--- src/rtl/phase_tune_pkg.sv ---
package phase_tune_pkg;

    typedef enum logic [1:0] {
        MODE_LEGACY = 2'b00,
        MODE_SDR50  = 2'b01,
        MODE_SDR104 = 2'b10,
        MODE_HS200  = 2'b11
    } bus_mode_e;

    typedef enum logic [2:0] {
        ST_IDLE,
        ST_CAL,
        ST_TRIAL,
        ST_CHECK,
        ST_RST_DATA,
        ST_RST_CMD,
        ST_FINISH
    } seq_state_e;

    function automatic logic needs_tuning(bus_mode_e mode, logic sdr50_cap);
        return (mode == MODE_HS200) || (mode == MODE_SDR104) ||
               ((mode == MODE_SDR50) && sdr50_cap);
    endfunction

endpackage

--- src/rtl/phase_cal_ctrl.sv ---
module phase_cal_ctrl #(
    parameter int POLL_MAX = 1000
) (
    input  logic clk,
    input  logic rst,
    input  logic en_i,
    input  logic rb_i,
    output logic calib_o,
    output logic fin_o
);
    localparam int POLL_W = $clog2(POLL_MAX + 1);

    logic [POLL_W-1:0] poll_cnt;

    assign calib_o = en_i;
    assign fin_o   = en_i && (rb_i || (poll_cnt == POLL_W'(POLL_MAX - 1)));

    always_ff @(posedge clk) begin
        if (rst || !en_i) begin
            poll_cnt <= '0;
        end else if (!fin_o) begin
            poll_cnt <= poll_cnt + 1'b1;
        end
    end


    cal_release_chk: assert property (@(posedge clk) disable iff (rst)
        fin_o |=> !en_i);

endmodule

--- src/rtl/phase_window_track.sv ---
module phase_window_track #(
    parameter int CODE_W = 7,
    parameter int LEN_W  = 6
) (
    input  logic              clk,
    input  logic              rst,
    input  logic              clear_i,
    input  logic              upd_i,
    input  logic              pass_i,
    input  logic [CODE_W-1:0] code_i,
    output logic [CODE_W-1:0] best_start_o,
    output logic [LEN_W-1:0]  best_len_o
);
    logic              prev_pass;
    logic [CODE_W-1:0] run_start, run_start_n;
    logic [LEN_W-1:0]  run_len, run_len_n;

    always_comb begin
        run_start_n = run_start;
        run_len_n   = '0;
        if (pass_i) begin
            if (prev_pass) begin
                run_len_n = run_len + 1'b1;
            end else begin
                run_start_n = code_i;
                run_len_n   = LEN_W'(1);
            end
        end
    end

    always_ff @(posedge clk) begin
        if (rst || clear_i) begin
            prev_pass    <= 1'b0;
            run_start    <= '0;
            run_len      <= '0;
            best_start_o <= '0;
            best_len_o   <= '0;
        end else if (upd_i) begin
            prev_pass <= pass_i;
            run_start <= run_start_n;
            run_len   <= run_len_n;
            if (run_len_n > best_len_o) begin
                best_start_o <= run_start_n;
                best_len_o   <= run_len_n;
            end
        end
    end


    best_len_mono_chk: assert property (@(posedge clk) disable iff (rst)
        !clear_i |=> best_len_o >= $past(best_len_o));

endmodule

--- src/rtl/phase_tune_seq.sv ---
module phase_tune_seq
    import phase_tune_pkg::*;
#(
    parameter int CODE_W    = 7,
    parameter int STEP      = 4,
    parameter int LAST_CODE = 124,
    parameter int POLL_MAX  = 1000
) (
    input  logic              clk,
    input  logic              rst,
    input  logic              start_i,
    input  logic [1:0]        bus_mode_i,
    input  logic              sdr50_tune_cap_i,
    input  logic              tuned_clk_sel_i,
    output logic              dl_override_o,
    output logic              dl_force_o,
    output logic [CODE_W-1:0] dl_code_o,
    output logic              dl_calib_o,
    input  logic              dl_calib_rb_i,
    output logic              trial_req_o,
    input  logic              trial_ack_i,
    input  logic              trial_pass_i,
    output logic              clksel_clr_o,
    output logic              path_rst_req_o,
    output logic              path_rst_sel_o,
    input  logic              path_rst_ack_i,
    output logic              done_o,
    output logic              err_o
);
    localparam int NTRIALS = LAST_CODE / STEP + 1;
    localparam int LEN_W   = $clog2(NTRIALS + 1);
    localparam int CW      = CODE_W + LEN_W + 4;

    seq_state_e        state;
    logic              final_q;
    logic              cal_fin;
    logic              win_clear;
    logic              win_upd;
    logic              tune_fail;
    logic [CODE_W-1:0] best_start;
    logic [LEN_W-1:0]  best_len;
    logic [CW-1:0]     three_len;
    logic [CW-1:0]     fin_wide;
    logic [CODE_W-1:0] final_code;

    assign win_clear = (state == ST_IDLE) && start_i;
    assign win_upd   = (state == ST_TRIAL) && trial_ack_i;
    assign tune_fail = (best_len == '0) || !tuned_clk_sel_i;

    assign three_len  = CW'(best_len) * CW'(3);
    assign fin_wide   = CW'(best_start) + CW'(STEP) * (three_len / CW'(4));
    assign final_code = fin_wide[CODE_W-1:0];

    phase_cal_ctrl #(.POLL_MAX(POLL_MAX)) u_cal (
        .clk     (clk),
        .rst     (rst),
        .en_i    (state == ST_CAL),
        .rb_i    (dl_calib_rb_i),
        .calib_o (dl_calib_o),
        .fin_o   (cal_fin)
    );

    phase_window_track #(.CODE_W(CODE_W), .LEN_W(LEN_W)) u_win (
        .clk          (clk),
        .rst          (rst),
        .clear_i      (win_clear),
        .upd_i        (win_upd),
        .pass_i       (trial_pass_i),
        .code_i       (dl_code_o),
        .best_start_o (best_start),
        .best_len_o   (best_len)
    );

    assign trial_req_o    = (state == ST_TRIAL);
    assign path_rst_req_o = (state == ST_RST_DATA) || (state == ST_RST_CMD);
    assign path_rst_sel_o = (state == ST_RST_CMD);
    assign done_o         = (state == ST_FINISH);
    assign clksel_clr_o   = (state == ST_CHECK) && tune_fail;

    always_ff @(posedge clk) begin
        if (rst) begin
            state         <= ST_IDLE;
            final_q       <= 1'b0;
            dl_override_o <= 1'b0;
            dl_force_o    <= 1'b0;
            dl_code_o     <= '0;
            err_o         <= 1'b0;
        end else begin
            unique case (state)
                ST_IDLE: if (start_i) begin
                    err_o   <= 1'b0;
                    final_q <= 1'b0;
                    if (needs_tuning(bus_mode_e'(bus_mode_i), sdr50_tune_cap_i)) begin
                        dl_override_o <= 1'b1;
                        dl_force_o    <= 1'b1;
                        dl_code_o     <= '0;
                        state         <= ST_CAL;
                    end else begin
                        state <= ST_FINISH;
                    end
                end
                ST_CAL: if (cal_fin) begin
                    state <= final_q ? ST_RST_DATA : ST_TRIAL;
                end
                ST_TRIAL: if (trial_ack_i) begin
                    if (dl_code_o == CODE_W'(LAST_CODE)) begin
                        state <= ST_CHECK;
                    end else begin
                        dl_code_o <= dl_code_o + CODE_W'(STEP);
                        state     <= ST_CAL;
                    end
                end
                ST_CHECK: begin
                    if (tune_fail) begin
                        err_o         <= 1'b1;
                        dl_override_o <= 1'b0;
                        dl_force_o    <= 1'b0;
                        state         <= ST_RST_DATA;
                    end else begin
                        dl_code_o <= final_code;
                        final_q   <= 1'b1;
                        state     <= ST_CAL;
                    end
                end
                ST_RST_DATA: if (path_rst_ack_i) state <= ST_RST_CMD;
                ST_RST_CMD:  if (path_rst_ack_i) state <= ST_FINISH;
                ST_FINISH:   state <= ST_IDLE;
                default:     state <= ST_IDLE;
            endcase
        end
    end


    trial_under_override_chk: assert property (@(posedge clk) disable iff (rst)
        trial_req_o |-> (dl_override_o && dl_force_o));


    calib_needs_force_chk: assert property (@(posedge clk) disable iff (rst)
        dl_calib_o |-> dl_force_o);


    calib_code_stable_chk: assert property (@(posedge clk) disable iff (rst)
        (dl_calib_o && $past(dl_calib_o)) |-> $stable(dl_code_o));


    code_step_chk: assert property (@(posedge clk) disable iff (rst)
        (trial_req_o && trial_ack_i && dl_code_o != CODE_W'(LAST_CODE))
        |=> dl_code_o == $past(dl_code_o) + CODE_W'(STEP));


    data_reset_first_chk: assert property (@(posedge clk) disable iff (rst)
        $rose(path_rst_req_o) |-> !path_rst_sel_o);


    restart_ignored_chk: assert property (@(posedge clk) disable iff (rst)
        (trial_req_o && start_i && !trial_ack_i) |=> trial_req_o);


    done_pulse_chk: assert property (@(posedge clk) disable iff (rst)
        done_o |=> !done_o);

endmodule

--- config.mk ---
export PLATFORM = sky130hd
export DESIGN_NAME = phase_tune_seq
export DESIGN_NICKNAME = d
export VERILOG_FILES = /design/src/rtl/phase_tune_pkg.sv /design/src/rtl/phase_cal_ctrl.sv /design/src/rtl/phase_window_track.sv /design/src/rtl/phase_tune_seq.sv
export SDC_FILE = /design/constraint.sdc
export NUM_CORES = 1
export LEC_CHECK = 0
export ABC_AREA = 1
export BUFFER_PORTS_ARGS = -buffer_cell sky130_fd_sc_hd__buf_2
export CAP_MARGIN = 10
export CORE_MARGIN = 2
export CORE_UTILIZATION = 60
export CTS_BUF_LIST = sky130_fd_sc_hd__clkbuf_4
export DETAILED_ROUTE_END_ITERATION = 7
export HOLD_SLACK_MARGIN = 0.03
export PLACE_DENSITY = 0.78
export SETUP_SLACK_MARGIN = 0.2
export SLEW_MARGIN = 20
export SYNTH_ARGS = -nofsm -noshare
export SYNTH_HDL_FRONTEND = slang
export SYNTH_SLANG_ARGS = --single-unit
--- constraint.sdc ---
create_clock -name clk -period 5.8 [get_ports clk]
set_input_delay 0.29 -clock clk [delete_from_list [all_inputs] [get_ports clk]]
set_output_delay 0.29 -clock clk [all_outputs]
set_load 0.02 [all_outputs]
==> results of run 1 <==
[through the flow]
step	instances	total power [W]	utilization (%)
final	561	0.00103	66.4
after CTS	561	0.00103	66.4
after global routing	561	0.00111	66.4
after detailed placement	553	0.000830	64.9
after floorplan	471	0.000755	-
after global placement	553	0.000821	64.9
[final timing paths]
path,slack [ns],from,cells after the start,endpoint
worst max-delay path,3.18,u_win.run_len[0]$_SDFFE_PP0P_,11,u_win.best_len_o[2]$_SDFFE_PP0P_
worst min-delay path,0.18,rst,2,dl_code_o[0]$_SDFFE_PP0P_
worst max register to register,3.18,u_win.run_len[0]$_SDFFE_PP0P_,11,u_win.best_len_o[2]$_SDFFE_PP0P_
worst min register to register,0.47,err_o$_SDFFE_PP0P_,2,err_o$_SDFFE_PP0P_
[registers in the layout, summed over array words and instances (netlist names), 3 cells and up]
| register | cells |
|---|---|
| u_win.run_start | 7 |
| state | 3 |
| dl_code_o | 7 |
| u_win.run_len | 6 |
| u_win.best_len_o | 6 |
| u_cal.poll_cnt | 10 |
| u_win.best_start_o | 7 |
[worst max-delay path: stages (launching register included)]
cell and delay, ns:
sky130_fd_sc_hd__dfxtp_1 0.35, sky130_fd_sc_hd__ha_1 0.22, sky130_fd_sc_hd__or2_2 0.27, sky130_fd_sc_hd__nand3_1 0.10
sky130_fd_sc_hd__inv_1 0.07, sky130_fd_sc_hd__ha_1 0.27, sky130_fd_sc_hd__nand4_1 0.12, sky130_fd_sc_hd__o21bai_1 0.19
sky130_fd_sc_hd__nand2_1 0.46, sky130_fd_sc_hd__nand2_1 0.26, sky130_fd_sc_hd__nand2_1 0.12, sky130_fd_sc_hd__a21oi_1 0.06
[logic make-up after synthesis]
group	count (synthesis)	synth area share, %
simple gates	231	31.6
fa+ha+maj	21	8.56
compound gates	84	15.5
buf+inv	73	10.2
xor+xnor	12	3.24
flops	50	30.9
[synthesized netlist by cell type, types with 2 or more instances]
master                     count
sky130_fd_sc_hd__a21oi_4       2
sky130_fd_sc_hd__nand4_1       7
sky130_fd_sc_hd__o21bai_1      2
sky130_fd_sc_hd__inv_4         2
sky130_fd_sc_hd__nand3_1      48
sky130_fd_sc_hd__inv_1        55
sky130_fd_sc_hd__xnor2_1       6
sky130_fd_sc_hd__nand2_1      98
sky130_fd_sc_hd__buf_2         3
sky130_fd_sc_hd__nand2_4       3
sky130_fd_sc_hd__a211oi_2      4
sky130_fd_sc_hd__fa_1          2
sky130_fd_sc_hd__buf_6         4
sky130_fd_sc_hd__dfxtp_1      50
sky130_fd_sc_hd__ha_1         19
sky130_fd_sc_hd__buf_4         5
sky130_fd_sc_hd__clkbuf_1      2
sky130_fd_sc_hd__a21oi_1      49
sky130_fd_sc_hd__nor2_2        4
sky130_fd_sc_hd__o21ai_0      17
sky130_fd_sc_hd__nor2_1       59
sky130_fd_sc_hd__a211oi_1      5
sky130_fd_sc_hd__xor2_1        6
sky130_fd_sc_hd__nand2_2       4
sky130_fd_sc_hd__o21a_1        2
sky130_fd_sc_hd__inv_2         2
sky130_fd_sc_hd__nor3_1        3
[layout by cell type (no fill, tap or decap), types with 7 or more instances in the layout]
master | netlist | routed
sky130_fd_sc_hd__nand3_1 | 48 | 48
sky130_fd_sc_hd__nand2_1 | 98 | 98
sky130_fd_sc_hd__dfxtp_1 | 50 | 50
sky130_fd_sc_hd__ha_1 | 19 | 19
sky130_fd_sc_hd__buf_2 | 3 | 26
sky130_fd_sc_hd__a21oi_1 | 49 | 49
sky130_fd_sc_hd__nor2_1 | 59 | 59
sky130_fd_sc_hd__o21ai_0 | 17 | 17
sky130_fd_sc_hd__nand4_1 | 7 | 7
sky130_fd_sc_hd__inv_1 | 55 | 55
[cell type report]
type / instances / area, sq um
Fill cell: 474 / 1740
Inverter: 59 / 226
Sequential cell: 50 / 1000
Tap cell: 70 / 87.6
Multi-Input combinational cell: 348 / 1910
Clock buffer: 5 / 37.5
Timing Repair Buffer: 26 / 130
Clock inverter: 3 / 40.0
[power groups by stage]
stage | logic [W] | registers [W] | clock network, W
final | 0.000402 | 0.000422 | 0.000202
after global placement | 0.000393 | 0.000428 | 0
after CTS | 0.000402 | 0.000422 | 0.000209
after detailed placement | 0.000401 | 0.000429 | 0
after global routing | 0.000456 | 0.000428 | 0.000222
after floorplan | 0.000325 | 0.000429 | 0
[layer usage]
layer | vias up | share of wire (%) | track usage, % | routed length (um)
met5 | - | 0 | 0 | 0
met4 | 0 | 0.66 | 4.64 | 44
met3 | 4 | 5.9 | 4.88 | 396
met2 | 55 | 43 | 37.0 | 2880
met1 | 1317 | 50 | 33.4 | 3350
li1 | 1580 | - | - | -
==> results.rst, run 1 <==
.. list-table::
   :header-rows: 1

   * - Metric
     - Value
   * - Final-report max-slew violation count
     - 0
   * - First-iteration detailed-routing DRC count
     - 144
   * - Die width
     - 77.5 um
   * - Post-CTS Hold Fix Bufs
     - 0
   * - Syn Nets
     - between 500 and 600
   * - Count of synthesis-stage warnings from yosys
     - 0
   * - CTS tree
     - built
   * - Routability congestion estimate from global placement
     - approximately 0.86
   * - Remaining max-slew budget at the tightest pin
     - 49.5%
   * - Required arrival time at the worst endpoint
     - 6.04 ns
   * - Cell types with the largest area share after synthesis
     - sky130_fd_sc_hd__dfxtp_1 (31%), sky130_fd_sc_hd__nand2_1 (11%), sky130_fd_sc_hd__a21oi_1 (7.6%), sky130_fd_sc_hd__nand3_1 (7.4%), sky130_fd_sc_hd__ha_1 (7.3%)
   * - Number of nets in the finished design
     - approximately 520
   * - Timing-limited maximum frequency
     - about 380 MHz
   * - H-tree depth reported by CTS
     - 2
   * - Reported net switching power
     - approximately 0.00043 W
   * - Overflow after GRT
     - 0
   * - Floorplan die area
     - 0.00601 sq mm
   * - Pint
     - ~0.0006 W
   * - Clock network power share
     - 19.7%
   * - Flip-flop cell with the highest count after synthesis
     - sky130_fd_sc_hd__dfxtp_1
   * - Type of the worst setup path
     - flip-flop to flip-flop
   * - Post-DP HPWL
     - about 5000 um
   * - Clock Path Buffers
     - 2
   * - Number of antenna violations at the first check in global routing
     - 0
   * - Synth Instances
     - between 400 and 500
   * - Class of the worst hold path
     - input port to flip-flop
   * - Fraction of layout instances using a drive strength above 1
     - between 10% and 20%
   * - Yosys top cell by area
     - sky130_fd_sc_hd__dfxtp_1
   * - Post-synth EDFFs
     - 0
   * - Placement Setup Slack
     - approximately 3.2 ns
   * - Final cycle utilization of the critical path
     - between 40 and 50%
   * - Leakage
     - around 1.6 nW
   * - Average footprint of a synthesized cell
     - between 6 and 7 sq um
   * - Worst Path Arrival
     - about 2.9 ns
   * - Worst slew pin tran
     - 0.757 ns
   * - Per-cell routed wire length
     - between 10 and 15 um
   * - Number of port buffers
     - 26
   * - Number of gates resized after CTS
     - 0
   * - Clock edge transition at the registers on the reported setup and hold paths
     - 0.16 ns
   * - Placement row count
     - 26
   * - Share of Yosys cell area claimed by the top area cell type
     - 30.9%
   * - Pre-antenna DRT Iters
     - 4
   * - Global-route total usage across every layer
     - a little under a quarter
   * - Summed instance area of the synthesized netlist
     - roughly 0.0032 sq mm
   * - Core area
     - 0.00517 sq mm
   * - Number of buffers created by CTS
     - 5
   * - Number of vias per cell after detailed routing
     - about 5.3
   * - Max-cap violations
     - 0
   * - WHS
     - around 0.18 ns
   * - Switching part of the total
     - about 42%
   * - Async set or reset register ratio after synthesis
     - 0%
   * - Postcts setup bufs
     - 0
   * - Setup TNS
     - 0 ns
   * - Antenna cell count
     - 0
   * - Comb pwr share
     - between 30 and 40%
   * - Placed Area
     - 0.00336 sq mm
   * - Number of nets still failing antenna checks after routing
     - 0
   * - Vias in the first global route
     - 2581
   * - Largest clock skew in the final design
     - around 0.019 ns
   * - Sequential Power Share
     - about two fifths
   * - Initial core utilization
     - around 63%
   * - Area grow syn2layout
     - 5.86%
   * - Pwr Density
     - roughly 300 mW/mm^2
   * - Unrepaired setup endpoints after global routing
     - false
   * - Sink Count
     - 50
   * - Maximum number of pins on one net before global-route repair
     - 26
   * - I/O pin count
     - 27
   * - #FFs+latches synth
     - 50
   * - Setup WS post-layout
     - around 3.2 ns
   * - # setup viols final
     - 0
   * - Total number of vias
     - between 2000 and 3000
   * - Die height
     - between 70 and 80 um
   * - Clock network latency to the later pin of the worst-skew pair
     - 0.37 ns
   * - Status
     - completed
   * - Highest net fanout along the worst path
     - 21
   * - Clock root buffer master
     - sky130_fd_sc_hd__clkbuf_4
   * - Share of synthesized area occupied by flip-flops and latches
     - 30.9%
   * - Hold Vio Cnt, Final
     - 0
   * - Sort of element at the end of the critical path
     - flip-flop
   * - Final Cell Area
     - around 0.0034 sq mm
   * - Detailed-route DRC error count
     - 0
   * - Routed wire length
     - between 6000 and 7000 um
   * - First-pass GRT wire length
     - ~12000 um
   * - Shortest period the worst path allows
     - about 2.6 ns
   * - Peak VDD IR
     - 0.000148 V
   * - Distinct cell type count after synthesis
     - 35
   * - Startpoint types
     - flip-flop
Power figures use the tool's default switching activity.
==> inputs of run 2 (changes only) <==
- CORE_UTILIZATION: 60 -> 56
- PLACE_DENSITY: 0.78 -> 0.76
- clock period: 5.8 -> 2.1 ns (I/O delays scaled with it)
==> run 2 against run 1 <==
Compared with the run above: the run now ends with negative setup slack left; critical path depth rose by 1; clock-buffer cell count unchanged; largest power group is now combinational cells; die area increased by 6.8%; power rose to 3.0 times the previous value; clock skew up 0.0026 ns; critical path type unchanged; routed wire length up 27%; fmax rose by 14%; cell area grew 22%; worst hold slack lost 0.11 ns.
==> results.rst, run 2 (same netlist as run 1, synthesis figures left out) <==
.. list-table::
   :header-rows: 1

   * - Metric
     - Value
   * - Routed wire length
     - 8490 um (+27%)
   * - Clock edge transition at the registers on the reported setup and hold paths
     - 0.18 ns (+0.02 ns)
   * - Die width
     - 80.1 um (+3.3%)
   * - # setup viols final
     - 17 (+17)
   * - Final Core Density
     - 75.8% (+9.4 points)
   * - Sink Count
     - 50 (unchanged)
   * - Total number of vias
     - 3284 (+11%)
   * - Number of flip-flops under the largest register name
     - 10 (unchanged)
   * - Placement Setup Slack
     - -0.109 ns (-3.34 ns)
   * - Most common cell after layout, fill and taps aside
     - sky130_fd_sc_hd__nand2_1
   * - Die height
     - 80.1 um (+3.3%)
   * - Global routing met2 resource utilization
     - 47.2% (+10 points)
   * - Routability congestion estimate from global placement
     - 0.835 (-3.2%)
   * - Detailed-route DRC error count
     - 0 (unchanged)
   * - Number of antenna violations at the first check in global routing
     - 0 (unchanged)
   * - Hold Vio Cnt, Final
     - 0 (unchanged)
   * - Most flops, register
     - u_cal.poll_cnt
   * - Worst path cell trace
     - nand2_4 -> fa_2 -> inv_1 -> ha_1 -> inv_1 -> fa_2 -> nand3b_1 -> nand2_1 -> nand2_2 -> nand3_1 -> nand3_2 -> a21oi_2
   * - Highest net fanout along the worst path
     - 4 (-81%)
   * - GR Util met3
     - 3.48% (-1.4 points)
   * - Antenna cell count
     - 0 (unchanged)
   * - Met1 Usage GRT
     - 30.4% (-3.0 points)
   * - Final-report max-slew violation count
     - 0 (unchanged)
   * - Largest clock skew in the final design
     - 0.0216 ns (+0.00256 ns)
   * - WHS
     - 0.0611 ns (-0.115 ns)
   * - Post-DP HPWL
     - 5480 um (+8.9%)
   * - Leakage
     - 1.87 nW (+18%)
   * - Worst Path Arrival
     - 2.66 ns (-0.20 ns)
   * - Number of buffers created by CTS
     - 5 (unchanged)
   * - Timing-limited maximum frequency
     - 433 MHz (+14%)
   * - Per-cell routed wire length
     - 14.1 um (+19%)
   * - Layer carrying the most global-route usage
     - met2
   * - CTS tree
     - built
   * - Longest individual stage delay on the worst path
     - 0.45 ns (about the same)
   * - Status
     - finished with violations
   * - First-pass GRT wire length
     - 13300 um (+14%)
   * - First-iteration detailed-routing DRC count
     - 167 (+16%)
   * - Clock Path Buffers
     - 2 (unchanged)
   * - Clock network latency to the later pin of the worst-skew pair
     - 0.40 ns (+0.03 ns)
   * - Pwr Density
     - 724 mW/mm^2 (+140%)
   * - Core area
     - 0.00554 sq mm (+7.1%)
   * - Sort of element at the end of the critical path
     - flip-flop
   * - Pre-antenna DRT Iters
     - 4 (unchanged)
   * - Most frequent cells in the layout
     - sky130_fd_sc_hd__nand2_1 (81), sky130_fd_sc_hd__nor2_1 (57), sky130_fd_sc_hd__inv_1 (49), sky130_fd_sc_hd__dfxtp_1 (41)
   * - I/O pin count
     - 27 (unchanged)
   * - Maximum number of pins on one net before global-route repair
     - 26 (unchanged)
   * - Required arrival time at the worst endpoint
     - 2.45 ns (-3.59 ns)
   * - Remaining max-slew budget at the tightest pin
     - 65.7% (+16 points)
   * - Clock root buffer master
     - sky130_fd_sc_hd__clkbuf_4
   * - Number of nets still failing antenna checks after routing
     - 0 (unchanged)
   * - Overflow after GRT
     - 0 (unchanged)
   * - Type of the worst setup path
     - flip-flop to flip-flop
   * - Class of the worst hold path
     - input port to flip-flop
   * - Worst slew pin tran
     - 0.510 ns (-0.247 ns)
   * - Max-cap violations
     - 0 (unchanged)
   * - Vias in the first global route
     - 3051 (+18%)
   * - Placement row count
     - 27 (+3.8%)
   * - Failing checks
     - negative setup slack
   * - Unrepaired setup endpoints after global routing
     - true
   * - Number of port buffers
     - 26 (unchanged)
   * - Setup WS post-layout
     - -0.207 ns (-3.38 ns)
   * - Number of nets in the finished design
     - 560 (+7.3%)
   * - Global-route total usage across every layer
     - 25.9% (+2.4 points)
   * - Bufs and invs on worst path
     - 2 (+1)
   * - Floorplan die area
     - 0.00642 sq mm (+6.8%)
   * - Worst-path cell with the longest stage delay
     - sky130_fd_sc_hd__fa_2
   * - Number of vias per cell after detailed routing
     - 5.46 (+3.7%)
   * - H-tree depth reported by CTS
     - 2 (unchanged)
   * - Startpoint types
     - flip-flop
   * - Initial core utilization
     - 58.5% (-4.2 points)
   * - Fraction of layout instances using a drive strength above 1
     - 32.3% (+20 points)
   * - Peak VDD IR
     - 0.000480 V (+230%)
   * - Dominant delay contributor by cell family on the critical path
     - adder cells
   * - Final cycle utilization of the critical path
     - 110% (+65 points)
   * - Area grow syn2layout
     - 29.4%
   * - Shortest period the worst path allows
     - 2.31 ns (-0.315 ns)
run 2: cell types whose count changed in the layout (fill, tap and decap cells not counted), moves of 9 or more:
cell / before / now
sky130_fd_sc_hd__nand3_1: 48 / 32
sky130_fd_sc_hd__dfxtp_1: 50 / 41
sky130_fd_sc_hd__buf_4: 0 / 24
sky130_fd_sc_hd__a21oi_2: 0 / 15
sky130_fd_sc_hd__a21oi_1: 49 / 32
sky130_fd_sc_hd__nand2_2: 4 / 18
sky130_fd_sc_hd__nand2_1: 98 / 81
sky130_fd_sc_hd__nand3_2: 0 / 11
run 2: worst paths after layout:
kind | startpoint | end | slack, ns | cells past startpoint
worst min-delay path | trial_ack_i | u_win.prev_pass$_SDFFE_PP0P_ | 0.06 | 3
worst max register to register | u_win.best_len_o[1]$_SDFFE_PP0P_ | dl_code_o[6]$_SDFFE_PP0P_ | -0.21 | 12
worst max-delay path | u_win.best_len_o[1]$_SDFFE_PP0P_ | dl_code_o[6]$_SDFFE_PP0P_ | -0.21 | 12
worst min register to register | dl_force_o$_SDFFE_PP0P_ | dl_force_o$_SDFFE_PP0P_ | 0.47 | 2
run 2: final cells by class:
type | instances | area, sq um
Fill cell | 424 | 1340
Tap cell | 72 | 90.1
Sequential cell | 50 | 1020
Clock buffer | 5 | 37.5
Multi-Input combinational cell | 348 | 2260
Timing Repair Buffer | 64 | 534
Inverter | 59 | 226
Clock inverter | 3 | 28.8
run 2: power breakdown:
group          total, W  switching, W  leakage [nW]  internal [W]
sequential      0.00116      0.000113         0.410       0.00105
combinational   0.00136      0.000886          1.42      0.000471
clock          0.000517      0.000370        0.0377      0.000146
total           0.00304       0.00137          1.87       0.00167
run 2: tightest hold or removal path, cell delays in order:
cell and delay [ns]:
sky130_fd_sc_hd__buf_2 0.12, sky130_fd_sc_hd__nand2_4 0.13, sky130_fd_sc_hd__a21oi_1 0.08
run 2: per-layer routing:
| metal | wire (um) | vias up |
|---|---|---|
| met5 | 0 | - |
| li1 | - | 1660 |
| met2 | 4310 | 71 |
| met4 | 280 | 0 |
| met3 | 332 | 18 |
| met1 | 3560 | 1535 |
run 2: what timing repair did:
| item | 4_1_cts | 5_1_grt |
|---|---|---|
| hold buffers | 3 | 0 |
| cloned | 1 | 3 |
| buffers inserted | 6 | 8 |
| setup endpoints to repair | 17 | 25 |
| pin swaps | 10 | 33 |
| endpoints found under the hold margin | 8 | 0 |
| gates resized for setup | 25 | 48 |
run 2: per-stage QoR:
stage | cell area, sq um | instances | TNS (ns) | total power, W
final | 4200 | 601 | -1.89 | 0.00304
after global routing | 4200 | 601 | -3.70 | 0.00325
after CTS | 3850 | 590 | -0.355 | 0.00292
after detailed placement | 3590 | 572 | -0.114 | 0.00238
after global placement | 3590 | 572 | 0 | 0.00235
after floorplan | 3330 | 471 | 0 | 0.00210
